File: config.mk
export PLATFORM = sky130hd
export DESIGN_NAME = sramc_ctrl
export DESIGN_NICKNAME = d
export VERILOG_FILES = /design/src/rtl/sramc_pkg.sv /design/src/rtl/sramc_timer.sv /design/src/rtl/sramc_seq.sv /design/src/rtl/sramc_pins.sv /design/src/rtl/sramc_ctrl.sv
export SDC_FILE = /design/constraint.sdc
export NUM_CORES = 1
export LEC_CHECK = 0
export BUFFER_PORTS_ARGS = -buffer_cell sky130_fd_sc_hd__buf_2
export CAP_MARGIN = 20
export CORE_ASPECT_RATIO = 1.2
export CORE_MARGIN = 8
export CORE_UTILIZATION = 50
export DETAILED_ROUTE_END_ITERATION = 10
export PLACE_DENSITY_LB_ADDON = 0.2
export SETUP_SLACK_MARGIN = 0.05
export SYNTH_ARGS = -nofsm -noshare
export SYNTH_HDL_FRONTEND = slang
export SYNTH_HIERARCHICAL = 1
export SYNTH_SLANG_ARGS = --single-unit
File: constraint.sdc
create_clock -name clk -period 3.45 [get_ports clk]
set_input_delay 0.5175 -clock clk [delete_from_list [all_inputs] [get_ports clk]]
set_output_delay 0.5175 -clock clk [all_outputs]
set_load 0.05 [all_outputs]
File: src/rtl/sramc_pkg.sv
package sramc_pkg;

  typedef enum logic [2:0] {
    ST_IDLE    = 3'd0,
    ST_SETUP   = 3'd1,
    ST_WPULSE  = 3'd2,
    ST_RWAIT   = 3'd3,
    ST_RECOVER = 3'd4
  } sramc_state_e;

  // Bits needed to count down from the longest phase length minus one.
  function automatic int cnt_bits(input int a, input int b, input int c);
    int m;
    m = a;
    if (b > m) m = b;
    if (c > m) m = c;
    return (m < 2) ? 1 : $clog2(m);
  endfunction

  // Cycles from the accepting edge to the done pulse.
  function automatic int done_latency(input int phase_len);
    return 1 + phase_len;
  endfunction

endpackage

File: src/rtl/sramc_timer.sv
module sramc_timer #(
  parameter int W = 2
) (
  input  logic         clk,
  input  logic         rst_n,
  input  logic         load,
  input  logic [W-1:0] load_val,
  output logic         expired
);

  logic [W-1:0] cnt_q;

  always_ff @(posedge clk or negedge rst_n) begin
    if (!rst_n)             cnt_q <= '0;
    else if (load)          cnt_q <= load_val;
    else if (cnt_q != '0)   cnt_q <= cnt_q - 1'b1;
  end

  assign expired = (cnt_q == '0);

endmodule

File: src/rtl/sramc_seq.sv
module sramc_seq
  import sramc_pkg::*;
#(
  parameter int WR_PULSE_CYC = 1,
  parameter int RD_WAIT_CYC  = 2,
  parameter int TURN_CYC     = 1
) (
  input  logic         clk,
  input  logic         rst_n,
  input  logic         req_valid,
  input  logic         req_write,
  output sramc_state_e state_q,
  output sramc_state_e state_d,
  output logic         accept,
  output logic         op_write_q
);

  localparam int CW = cnt_bits(WR_PULSE_CYC, RD_WAIT_CYC, TURN_CYC);

  logic          phase_load;
  logic [CW-1:0] phase_len;
  logic          phase_done;

  assign accept = (state_q == ST_IDLE) && req_valid;

  always_comb begin
    state_d = state_q;
    case (state_q)
      ST_IDLE:    if (req_valid)  state_d = ST_SETUP;
      ST_SETUP:   state_d = op_write_q ? ST_WPULSE : ST_RWAIT;
      ST_WPULSE:  if (phase_done) state_d = ST_RECOVER;
      ST_RWAIT:   if (phase_done) state_d = ST_RECOVER;
      ST_RECOVER: if (phase_done) state_d = ST_IDLE;
      default:    state_d = ST_IDLE;
    endcase
  end

  always_comb begin
    phase_load = (state_d != state_q);
    case (state_d)
      ST_WPULSE:  phase_len = CW'(WR_PULSE_CYC - 1);
      ST_RWAIT:   phase_len = CW'(RD_WAIT_CYC - 1);
      ST_RECOVER: phase_len = CW'(TURN_CYC - 1);
      default:    phase_len = '0;
    endcase
  end

  sramc_timer #(.W(CW)) u_timer (
    .clk      (clk),
    .rst_n    (rst_n),
    .load     (phase_load),
    .load_val (phase_len),
    .expired  (phase_done)
  );

  always_ff @(posedge clk or negedge rst_n) begin
    if (!rst_n) begin
      state_q    <= ST_IDLE;
      op_write_q <= 1'b0;
    end else begin
      state_q <= state_d;
      if (accept) op_write_q <= req_write;
    end
  end

endmodule

File: src/rtl/sramc_pins.sv
module sramc_pins
  import sramc_pkg::*;
#(
  parameter int ADDR_W = 17,
  parameter int DATA_W = 8
) (
  input  logic              clk,
  input  logic              rst_n,
  input  sramc_state_e      state_q,
  input  sramc_state_e      state_d,
  input  logic              accept,
  input  logic              op_write_q,
  input  logic              req_write,
  input  logic [ADDR_W-1:0] req_addr,
  input  logic [DATA_W-1:0] req_wdata,
  input  logic [DATA_W-1:0] mem_dq_in,
  output logic              mem_cs_n,
  output logic              mem_we_n,
  output logic              mem_oe_n,
  output logic [ADDR_W-1:0] mem_addr,
  output logic [DATA_W-1:0] mem_dq_out,
  output logic              mem_dq_oe,
  output logic              rsp_valid,
  output logic [DATA_W-1:0] rsp_rdata
);

  logic is_write;
  logic phase_end;
  logic drive_next;

  assign is_write   = accept ? req_write : op_write_q;
  assign phase_end  = (state_d == ST_RECOVER) &&
                      ((state_q == ST_WPULSE) || (state_q == ST_RWAIT));
  assign drive_next = (is_write && ((state_d == ST_SETUP) || (state_d == ST_WPULSE))) ||
                      ((state_q == ST_WPULSE) && (state_d == ST_RECOVER));

  always_ff @(posedge clk or negedge rst_n) begin
    if (!rst_n) begin
      mem_cs_n   <= 1'b1;
      mem_we_n   <= 1'b1;
      mem_oe_n   <= 1'b1;
      mem_addr   <= '0;
      mem_dq_out <= '0;
      mem_dq_oe  <= 1'b0;
      rsp_valid  <= 1'b0;
      rsp_rdata  <= '0;
    end else begin
      mem_cs_n  <= !((state_d == ST_SETUP) || (state_d == ST_WPULSE) ||
                     (state_d == ST_RWAIT));
      mem_we_n  <= (state_d != ST_WPULSE);
      mem_oe_n  <= (state_d != ST_RWAIT);
      mem_dq_oe <= drive_next;
      rsp_valid <= phase_end;
      if (accept) begin
        mem_addr   <= req_addr;
        mem_dq_out <= req_wdata;
      end
      if (phase_end && (state_q == ST_RWAIT)) rsp_rdata <= mem_dq_in;
    end
  end

endmodule

File: src/rtl/sramc_ctrl.sv
module sramc_ctrl
  import sramc_pkg::*;
#(
  parameter int ADDR_W       = 17,
  parameter int DATA_W       = 8,
  parameter int WR_PULSE_CYC = 1,
  parameter int RD_WAIT_CYC  = 2,
  parameter int TURN_CYC     = 1
) (
  input  logic              clk,
  input  logic              rst_n,
  input  logic              req_valid,
  output logic              req_ready,
  input  logic              req_write,
  input  logic [ADDR_W-1:0] req_addr,
  input  logic [DATA_W-1:0] req_wdata,
  output logic              rsp_valid,
  output logic [DATA_W-1:0] rsp_rdata,
  output logic              mem_cs_n,
  output logic              mem_we_n,
  output logic              mem_oe_n,
  output logic [ADDR_W-1:0] mem_addr,
  output logic [DATA_W-1:0] mem_dq_out,
  output logic              mem_dq_oe,
  input  logic [DATA_W-1:0] mem_dq_in
);

  localparam int CHK_W = cnt_bits(WR_PULSE_CYC + 2, TURN_CYC + 2, 2) + 1;

  sramc_state_e state_q;
  sramc_state_e state_d;
  logic         accept;
  logic         op_write_q;

  assign req_ready = (state_q == ST_IDLE);

  sramc_seq #(
    .WR_PULSE_CYC (WR_PULSE_CYC),
    .RD_WAIT_CYC  (RD_WAIT_CYC),
    .TURN_CYC     (TURN_CYC)
  ) u_seq (
    .clk        (clk),
    .rst_n      (rst_n),
    .req_valid  (req_valid),
    .req_write  (req_write),
    .state_q    (state_q),
    .state_d    (state_d),
    .accept     (accept),
    .op_write_q (op_write_q)
  );

  sramc_pins #(
    .ADDR_W (ADDR_W),
    .DATA_W (DATA_W)
  ) u_pins (
    .clk        (clk),
    .rst_n      (rst_n),
    .state_q    (state_q),
    .state_d    (state_d),
    .accept     (accept),
    .op_write_q (op_write_q),
    .req_write  (req_write),
    .req_addr   (req_addr),
    .req_wdata  (req_wdata),
    .mem_dq_in  (mem_dq_in),
    .mem_cs_n   (mem_cs_n),
    .mem_we_n   (mem_we_n),
    .mem_oe_n   (mem_oe_n),
    .mem_addr   (mem_addr),
    .mem_dq_out (mem_dq_out),
    .mem_dq_oe  (mem_dq_oe),
    .rsp_valid  (rsp_valid),
    .rsp_rdata  (rsp_rdata)
  );

  // Observation counters for the assertions below.
  logic [CHK_W-1:0] we_low_cnt;
  logic [CHK_W-1:0] oe_high_cnt;
  always_ff @(posedge clk or negedge rst_n) begin
    if (!rst_n) begin
      we_low_cnt  <= '0;
      oe_high_cnt <= '0;
    end else begin
      we_low_cnt  <= mem_we_n ? '0 : we_low_cnt + 1'b1;
      if (!mem_oe_n)                   oe_high_cnt <= '0;
      else if (oe_high_cnt != '1)      oe_high_cnt <= oe_high_cnt + 1'b1;
    end
  end

  AST_RESET_IDLE: assert property (@(posedge clk) $rose(rst_n) |-> mem_cs_n && mem_we_n && mem_oe_n && !mem_dq_oe);
  AST_READY_DESELECT: assert property (@(posedge clk) disable iff (!rst_n) req_ready |-> mem_cs_n);
  AST_BUSY_NO_READY: assert property (@(posedge clk) disable iff (!rst_n) !mem_cs_n |-> !req_ready);
  AST_OE_OFF_IN_WRITE: assert property (@(posedge clk) disable iff (!rst_n) !mem_we_n |-> mem_oe_n && !mem_cs_n && mem_dq_oe);
  AST_WP_WIDTH: assert property (@(posedge clk) disable iff (!rst_n) $rose(mem_we_n) |-> we_low_cnt == CHK_W'(WR_PULSE_CYC));
  AST_DATA_HOLD: assert property (@(posedge clk) disable iff (!rst_n) $rose(mem_we_n) |-> mem_dq_oe);
  AST_ADDR_STABLE: assert property (@(posedge clk) disable iff (!rst_n) !mem_we_n |-> $stable(mem_addr));
  AST_READ_STROBES: assert property (@(posedge clk) disable iff (!rst_n) !mem_oe_n |-> !mem_cs_n && mem_we_n);
  AST_DONE_PULSE: assert property (@(posedge clk) disable iff (!rst_n) rsp_valid |=> !rsp_valid);
  AST_NO_CONTENTION: assert property (@(posedge clk) disable iff (!rst_n) mem_dq_oe |-> mem_oe_n);
  AST_TURNAROUND: assert property (@(posedge clk) disable iff (!rst_n) $rose(mem_dq_oe) |-> oe_high_cnt > CHK_W'(TURN_CYC));

endmodule

==> impl_metrics.toml, run 1 <==
[run_status]
status = "finished clean"

[final_layout]
fin_nets = 225
antennaDiodeCount = 0
drive_gt1_frac = 0.672
syn2layout_area_growth_pct = 32.2

[worst_setup_path]
worstSetupStartpoint = "u_seq/state_q[2]$_DFF_PN0_"
startpoint_type = "register"
reg2reg_from = "u_seq/state_q[2]$_DFF_PN0_"
critical_path_required_ns = 3.62
end_kind = "register"
slowest_delay_ns = 0.59
critPathKind = "reg2reg"
cp_slowest_cell = "dfrtp_1"
worstPathArrival_ns = 2.60
crit_chain = "or4b_1, nand2_1, nand2_2, nor4b_4, mux2_2"
rrSetupSlack_ns = 1.02
timing.critical_path.fanout_max = 9
rr_worst_depth = 5
rr_endpoint = "u_pins/rsp_rdata[6]$_DFFE_PN0P_"
endpoint = "u_pins/rsp_rdata[6]$_DFFE_PN0P_"

[clock_network]
cts_setup_buffers = 0
ctsHoldBuffers = 0
clkLatencyLatePin_ns = 0.28
cts_root_buf = "clkbuf_8"
cts_tree = "yes"
clkTransAtPathRegs_ns = 0.08
ctsResizeCount = 0
cts_max_level = 2
clkSinkCount = 43
clock_path_buffers = 2
numCtsBuffers = 5

[yosys]
synthTopCellsByCount = "dfrtp_1 (40), mux2_2 (33), dfstp_2 (3)"
synth_top_cell_area_share = 0.588
synth_edf_count = 0
netlist_area_um2 = 1700
synth_nets = 145
async_flop_share = 1.00
yosysTopAreaCell = "dfrtp_1"
syn_avg_cell_area_um2 = 15.8
ys_ff_latch = 43
syn_inst = 108
synth_warnings = 6
synth_flop_cell = "dfrtp_1"
synth_cell_types = 28
yosysSeqAreaShare = 0.635
synth_most_common_cell = "dfrtp_1"
synthTopCellsByArea = "dfrtp_1 (59%), mux2_2 (22%), dfstp_2 (4.6%), nor4b_4 (2.8%), mux2i_1 (1.2%)"

[placed_design]
portBuffers = 75
place.gp.congestion = 0.752
hpwlAfterDp_um = 2870

[timing]
finalCriticalPeriod_ns = 2.43
rsz0062_at_grt = "no"
tns_ns = 0
maxSlewHeadroom = 0.396
clock.fmax_ghz = 0.411
skew_ns = 0.00245
maxSlewViolCount = 0
min_period_over_period = 0.705
hold_viol_final = 0
worst-slew-pin-transition_ns = 0.905
setup_violations = 0

[job]
drv_cap = 0

[floorplanning]
die_area_um2 = 5530
rows = 23
die_h_um = 79.9
start_util = 0.514
io_pins = 76
dieWidth_um = 69.3
core-area_um2 = 3310

[global_route]
grt_max_degree = 44
grt.overflow.total = 0
antenna_found_initial = 0
grt_pass1_wl_um = 5870
grt_pass1_vias = 1232
grt.total_usage = 0.132

[detailed_routing]
dr_total_vias = 1150
drt_iter0_drc = 30
drt-total-wl_um = 3640
ant_nets = 0
first_pass_iters = 6
vias_per_cell = 5.09
drc = 0
post_drt_wl_per_cell_um = 16.1

[worst_hold_path]
min_path_type = "in2async"
-- cell usage in the layout, fill, tap and decap left out, types with 2 or more instances in the layout --
cell       Yosys  final
buf_2          2     75
dfrtp_1       40     40
mux2_2        33     33
clkbuf_8       0      5
dfstp_2        3      3
bufinv_16      0      2
inv_1          2      2
mux2i_1        2      2
nand3b_1       2      2
nor2_1         2      2
nor4b_4        2      2
a21oi_1        2      2
-- layer usage --
layer / GRT usage / up-vias / routed length [um]
li1: - / 538 / -
met4: 0.0575 / 0 / 57
met2: 0.228 / 43 / 1940
met3: 0.0622 / 6 / 262
met1: 0.135 / 563 / 1380
met5: 0 / - / 0
-- how the worst min path moves through the flow --
stage | start | to | slack (ns)
6_report | rst_n | u_pins/mem_addr[5]$_DFFE_PN0P_ | 0.36
3_3_place_gp | u_pins/mem_dq_out[5]$_DFFE_PN0P_ | u_pins/mem_dq_out[5]$_DFFE_PN0P_ | 0.48
4_1_cts | rst_n | u_pins/mem_addr[5]$_DFFE_PN0P_ | 0.39
2_1_floorplan | rst_n | u_pins/mem_addr[0]$_DFFE_PN0P_ | 0.22
3_5_place_dp | u_pins/mem_addr[1]$_DFFE_PN0P_ | u_pins/mem_addr[1]$_DFFE_PN0P_ | 0.49
5_1_grt | rst_n | u_pins/mem_dq_out[6]$_DFFE_PN0P_ | 0.43
-- cell families after synthesis --
kind of cell           Yosys count  share of synthesized area
AND/OR/NAND/NOR                 19                     0.0934
AO/OA/AOI/OAI                    4                     0.0154
multiplexers                    36                      0.239
XOR/XNOR                         1                    0.00515
flip-flops                      43                      0.635
buffers and inverters            5                     0.0125
-- stage by stage --
step                cells  utilization  instance area (um^2)  setup WS (ns)  hold slack (ns)
floorplan             108            -                  1700           1.29            0.222
global placement      218        0.640                  2120           1.16            0.484
detailed placement    218        0.640                  2120           1.04            0.490
CTS                   226        0.680                  2250           1.01            0.386
global route          226        0.680                  2250          0.893            0.430
finish                226        0.680                  2250           1.02            0.355
-- critical path: cells and delay by family (launching register included) --
family / cells / cell delay [ns]
mux: 1 / 0.40
flops: 1 / 0.59
simple gates: 4 / 1.33
-- area by class of cell --
type	instances	area [um^2]
tap	37	46.3
fill	248	1060
timing repair buffer	76	383
clock buffer	6	72.6
multi-input combinational	60	601
sequential	43	1080
clock inverter	2	60.1
inverter	2	7.51
-- sequential cells by signal, indices dropped and copies added (netlist names) --
name,flops
u_pins/mem_we_n,1
u_pins/mem_cs_n,1
u_seq/op_write_q,1
u_pins/mem_dq_oe,1
u_seq/u_timer/cnt_q,1
u_seq/state_q,3
u_pins/mem_dq_out,8
u_pins/mem_addr,17
u_pins/rsp_valid,1
u_pins/rsp_rdata,8
u_pins/mem_oe_n,1
Power of run 1 is left out: the tool's default activity adds up to more than one toggle a clock period on the data nets, which glitch-free logic cannot reach.
==> run 2: changes to the inputs <==
--- a/config.mk
+++ b/config.mk
@@ -9,7 +9,7 @@
 export CAP_MARGIN = 20
 export CORE_ASPECT_RATIO = 1.2
 export CORE_MARGIN = 8
-export CORE_UTILIZATION = 50
+export CORE_UTILIZATION = 46
 export DETAILED_ROUTE_END_ITERATION = 10
 export PLACE_DENSITY_LB_ADDON = 0.2
 export SETUP_SLACK_MARGIN = 0.05
==> constraint.sdc (replaced) <==
create_clock -name clk -period 2.5 [get_ports clk]
set_input_delay 0.375 -clock clk [delete_from_list [all_inputs] [get_ports clk]]
set_output_delay 0.375 -clock clk [all_outputs]
set_load 0.05 [all_outputs]
==> impl_metrics.toml, run 2 (synthesized netlist as in run 1, its figures left out) <==
[global_route]
grt_pass1_vias = 1240
antenna_found_initial = 0
grt_pass1_wl_um = 5620
grt_max_degree = 44
grt.overflow.total = 0
grt.total_usage = 0.122

[timing]
rsz0062_at_grt = "no"
tns_ns = 0
finalCriticalPeriod_ns = 2.19
hold_viol_final = 0
setup_violations = 0
worst-slew-pin-transition_ns = 0.900
maxSlewHeadroom = 0.400
min_period_over_period = 0.878
skew_ns = 0.00373
fin_worst_hold_slack_ns = 0.218
maxSlewViolCount = 0
clock.fmax_ghz = 0.456

[run_status]
status = "finished clean"

[placed_design]
placed_cell_area_um2 = 2130
placed_cells = 222
place.gp.congestion = 0.768
hpwlAfterDp_um = 2760
portBuffers = 75

[final_layout]
final_cell_mix = "buf_2 (75), dfrtp_1 (40), mux2_2 (33), clkbuf_8 (5), buf_4 (4)"
final_common_cell = "buf_2"
largest_reg_flops = 17
syn2layout_area_growth_pct = 31.9
final_area_um2 = 2240
largest_register = "u_pins/mem_addr"
antennaDiodeCount = 0
reg_top3 = "u_pins/mem_addr: 17 flops, u_pins/mem_dq_out: 8 flops, u_pins/rsp_rdata: 8 flops"
fin_nets = 228
drive_gt1_frac = 0.675
finalNonFillerCells = 230

[floorplanning]
start_util = 0.472
io_pins = 76
rows = 24
core-area_um2 = 3600
dieWidth_um = 71.5
die_h_um = 82.6
die_area_um2 = 5910

[clock_network]
clkLatencyLatePin_ns = 0.28
cts_root_buf = "clkbuf_8"
numCtsBuffers = 5
ctsResizeCount = 0
cts_tree = "yes"
clkSinkCount = 43
clock_path_buffers = 2
clkTransAtPathRegs_ns = 0.07
cts_max_level = 2

[worst_hold_path]
min_path_type = "in2async"

[detailed_routing]
vias_per_cell = 4.95
ant_nets = 0
first_pass_iters = 4
drt-total-wl_um = 3520
dr_total_vias = 1138
post_drt_wl_per_cell_um = 15.3
drc = 0
drt_iter0_drc = 37

[worst_setup_path]
rrSetupSlack_ns = 0.31
rr_endpoint = "u_pins/rsp_rdata[4]$_DFFE_PN0P_"
startpoint_type = "register"
worstSetupStartpoint = "u_seq/state_q[0]$_DFF_PN0_"
timing.critical_path.fanout_max = 8
rr_worst_depth = 6
worstPathArrival_ns = 2.36
end_kind = "register"
critical_path_required_ns = 2.67
reg2reg_from = "u_seq/state_q[0]$_DFF_PN0_"
critPathKind = "reg2reg"

[job]
drv_cap = 0
-- run 2: cell count changes in the layout (fill, tap and decap cells not counted) --
cell / delta
buf_4: +3
bufinv_16: -1
-- run 2: per-stage QoR --
stage                util  setup WS (ns)
floorplan               -          0.340
global placement    0.592          0.231
detailed placement  0.592          0.124
CTS                 0.621          0.118
global route        0.623          0.225
finish              0.623          0.305
-- run 2: critical path, stage by stage (launching register included) --
cell and delay [ns]:
dfrtp_1 0.47, or4b_1 0.57, nand2_1 0.19, nand2_2 0.11, nor4b_4 0.20, buf_4 0.20
mux2_2 0.35
-- run 2: how the worst max path moves through the flow --
stage	end	slack, ns	depth (start not counted)
finish	u_pins/rsp_rdata[4]$_DFFE_PN0P_	0.31	6
global route	u_pins/rsp_rdata[4]$_DFFE_PN0P_	0.22	6
CTS	u_pins/rsp_rdata[0]$_DFFE_PN0P_	0.12	5
detailed placement	u_pins/rsp_rdata[0]$_DFFE_PN0P_	0.12	5
global placement	u_pins/rsp_rdata[3]$_DFFE_PN0P_	0.23	5
floorplan	u_pins/rsp_rdata[0]$_DFFE_PN0P_	0.34	5
-- run 2: final cells by class --
cell class / instances / area, um^2
Clock buffer: 6 / 72.6
Fill cell: 289 / 1360
Inverter: 2 / 7.51
Tap cell: 39 / 48.8
Clock inverter: 1 / 30.0
Sequential cell: 43 / 1080
Multi-Input combinational cell: 60 / 601
Timing Repair Buffer: 79 / 405
-- run 2: repair_timing --
action                                  CTS  global route
setup buffers                             0             1
endpoints found under the setup margin    0             8
hold buffers                              0             0
-- run 2: routing by layer --
layer / part of all wire / vias to the layer above / global-route usage
li1: - / 544 / -
met1: 0.39 / 543 / 0.123
met2: 0.50 / 49 / 0.216
met3: 0.10 / 2 / 0.0592
met4: 0.0048 / 0 / 0.0450
met5: 0 / - / 0
Power of run 2 is left out for the same reason.
==> run 3: changes to the inputs <==
--- a/config.mk
+++ b/config.mk
@@ -7,9 +7,11 @@
 export LEC_CHECK = 0
 export BUFFER_PORTS_ARGS = -buffer_cell sky130_fd_sc_hd__buf_2
 export CAP_MARGIN = 20
+export CELL_PAD_IN_SITES_DETAIL_PLACEMENT = 0
+export CELL_PAD_IN_SITES_GLOBAL_PLACEMENT = 1
 export CORE_ASPECT_RATIO = 1.2
 export CORE_MARGIN = 8
-export CORE_UTILIZATION = 46
+export CORE_UTILIZATION = 36
 export DETAILED_ROUTE_END_ITERATION = 10
 export PLACE_DENSITY_LB_ADDON = 0.2
 export SETUP_SLACK_MARGIN = 0.05
==> impl_metrics.toml, run 3 (synthesized netlist as in run 1, its figures left out) <==
[detailed_routing]
ant_nets = 0
drc = 0
dr_total_vias = 1154
first_pass_iters = 4
drt_iter0_drc = 22
drt-total-wl_um = 3860
post_drt_wl_per_cell_um = 15.4
vias_per_cell = 4.60

[clock_network]
clkLatencyLatePin_ns = 0.28
cts_tree = "yes"
cts_max_level = 2
clkTransAtPathRegs_ns = 0.07
ctsHoldBuffers = 0
numCtsBuffers = 5
clock_path_buffers = 2
cts_root_buf = "clkbuf_8"
ctsResizeCount = 0
cts_setup_buffers = 0
clkSinkCount = 43

[global_route]
grt_pass1_wl_um = 6400
grt.overflow.total = 0
antenna_found_initial = 0
grt_pass1_vias = 1255
grt_max_degree = 44
grt.total_usage = 0.112

[final_layout]
filler_cell_count = 408
largest_reg_flops = 17
reg_top3 = "u_pins/mem_addr: 17 flops, u_pins/mem_dq_out: 8 flops, u_pins/rsp_rdata: 8 flops"
final_cell_mix = "buf_2 (75), dfrtp_1 (40), mux2_2 (33), clkbuf_8 (5), buf_4 (5)"
final_common_cell = "buf_2"
largest_register = "u_pins/mem_addr"
fin_nets = 229
syn2layout_area_growth_pct = 32.5
drive_gt1_frac = 0.674
antennaDiodeCount = 0

[worst_setup_path]
worstSetupStartpoint = "u_seq/state_q[0]$_DFF_PN0_"
slowest_delay_ns = 0.54
timing.critical_path.fanout_max = 7
crit_chain = "or4b_1, nand2_1, nand2_2, nor4b_4, buf_4, mux2_2"
cp_slowest_cell = "or4b_1"
worstPathArrival_ns = 2.36
rr_endpoint = "u_pins/rsp_rdata[0]$_DFFE_PN0P_"
reg2reg_from = "u_seq/state_q[0]$_DFF_PN0_"
rrSetupSlack_ns = 0.31
endpoint = "u_pins/rsp_rdata[0]$_DFFE_PN0P_"
end_kind = "register"
critPathKind = "reg2reg"
rr_worst_depth = 6
startpoint_type = "register"
critical_path_required_ns = 2.67

[timing]
maxSlewViolCount = 0
rsz0062_at_grt = "no"
tns_ns = 0
setup_violations = 0
maxSlewHeadroom = 0.369
clock.fmax_ghz = 0.457
skew_ns = 0.00189
worst-slew-pin-transition_ns = 0.947
min_period_over_period = 0.874
hold_viol_final = 0
setup_ws_ns = 0.314
finalCriticalPeriod_ns = 2.19

[run_status]
status = "finished clean"

[placed_design]
place.gp.congestion = 0.764
hpwlAfterDp_um = 2950
pre_cts_slack_ns = 0.157
portBuffers = 75

[floorplanning]
core-area_um2 = 4560
io_pins = 76
die_area_um2 = 7190
die_h_um = 91.3
rows = 27
dieWidth_um = 78.8
start_util = 0.373

[worst_hold_path]
min_path_type = "in2async"

[job]
drv_cap = 0
==> run 3: changes by cell type in the layout (fill, tap and decap cells not counted) <==
cell       before  now
bufinv_16       1    0
clkbuf_1        1    2
buf_4           4    5
clkinv_2        0    1
==> run 3: final cells by class <==
type                    instances  area (um^2)  area share
clock inverters                 1         5.00     0.00222
clock buffers                   7         76.3      0.0339
well taps                      58         72.6      0.0322
repair buffers                 80          413       0.183
multi-input cells              60          601       0.266
inverters                       2         7.51     0.00333
flip-flops and latches         43         1080       0.479
==> run 3: layer usage <==
metal	vias up	global-route usage	routed length [um]
li1	546	-	-
met1	554	0.121	1460
met2	46	0.179	1890
met3	8	0.0602	428
met4	0	0.0464	82
met5	-	0	0
==> run 3: worst max-delay path, delay by kind of cell, from the launching register on <==
kind / cells / cell delay (ns)
buffers and inverters: 1 / 0.19
flip-flops: 1 / 0.47
AND/OR/NAND/NOR: 4 / 1.07
multiplexers: 1 / 0.34
==> run 3: how the worst min path moves through the flow <==
stage,end,cells after the start,startpoint
after global placement,u_pins/mem_dq_out[0]$_DFFE_PN0P_,1,u_pins/mem_dq_out[0]$_DFFE_PN0P_
after global routing,u_pins/mem_addr[15]$_DFFE_PN0P_,1,rst_n
final,u_pins/mem_addr[15]$_DFFE_PN0P_,1,rst_n
after CTS,u_pins/mem_addr[15]$_DFFE_PN0P_,1,rst_n
after floorplan,u_pins/mem_addr[0]$_DFFE_PN0P_,0,rst_n
after detailed placement,u_pins/mem_addr[1]$_DFFE_PN0P_,1,u_pins/mem_addr[1]$_DFFE_PN0P_
==> run 3: stage by stage <==
stage	util	hold slack (ns)	std cells	area (um^2)
after floorplan	-	0.0794	108	1700
after global placement	0.473	0.484	241	2160
after detailed placement	0.473	0.490	241	2160
after CTS	0.491	0.254	249	2240
after global routing	0.494	0.302	251	2250
final	0.494	0.234	251	2250
Power of run 3 is left out for the same reason.
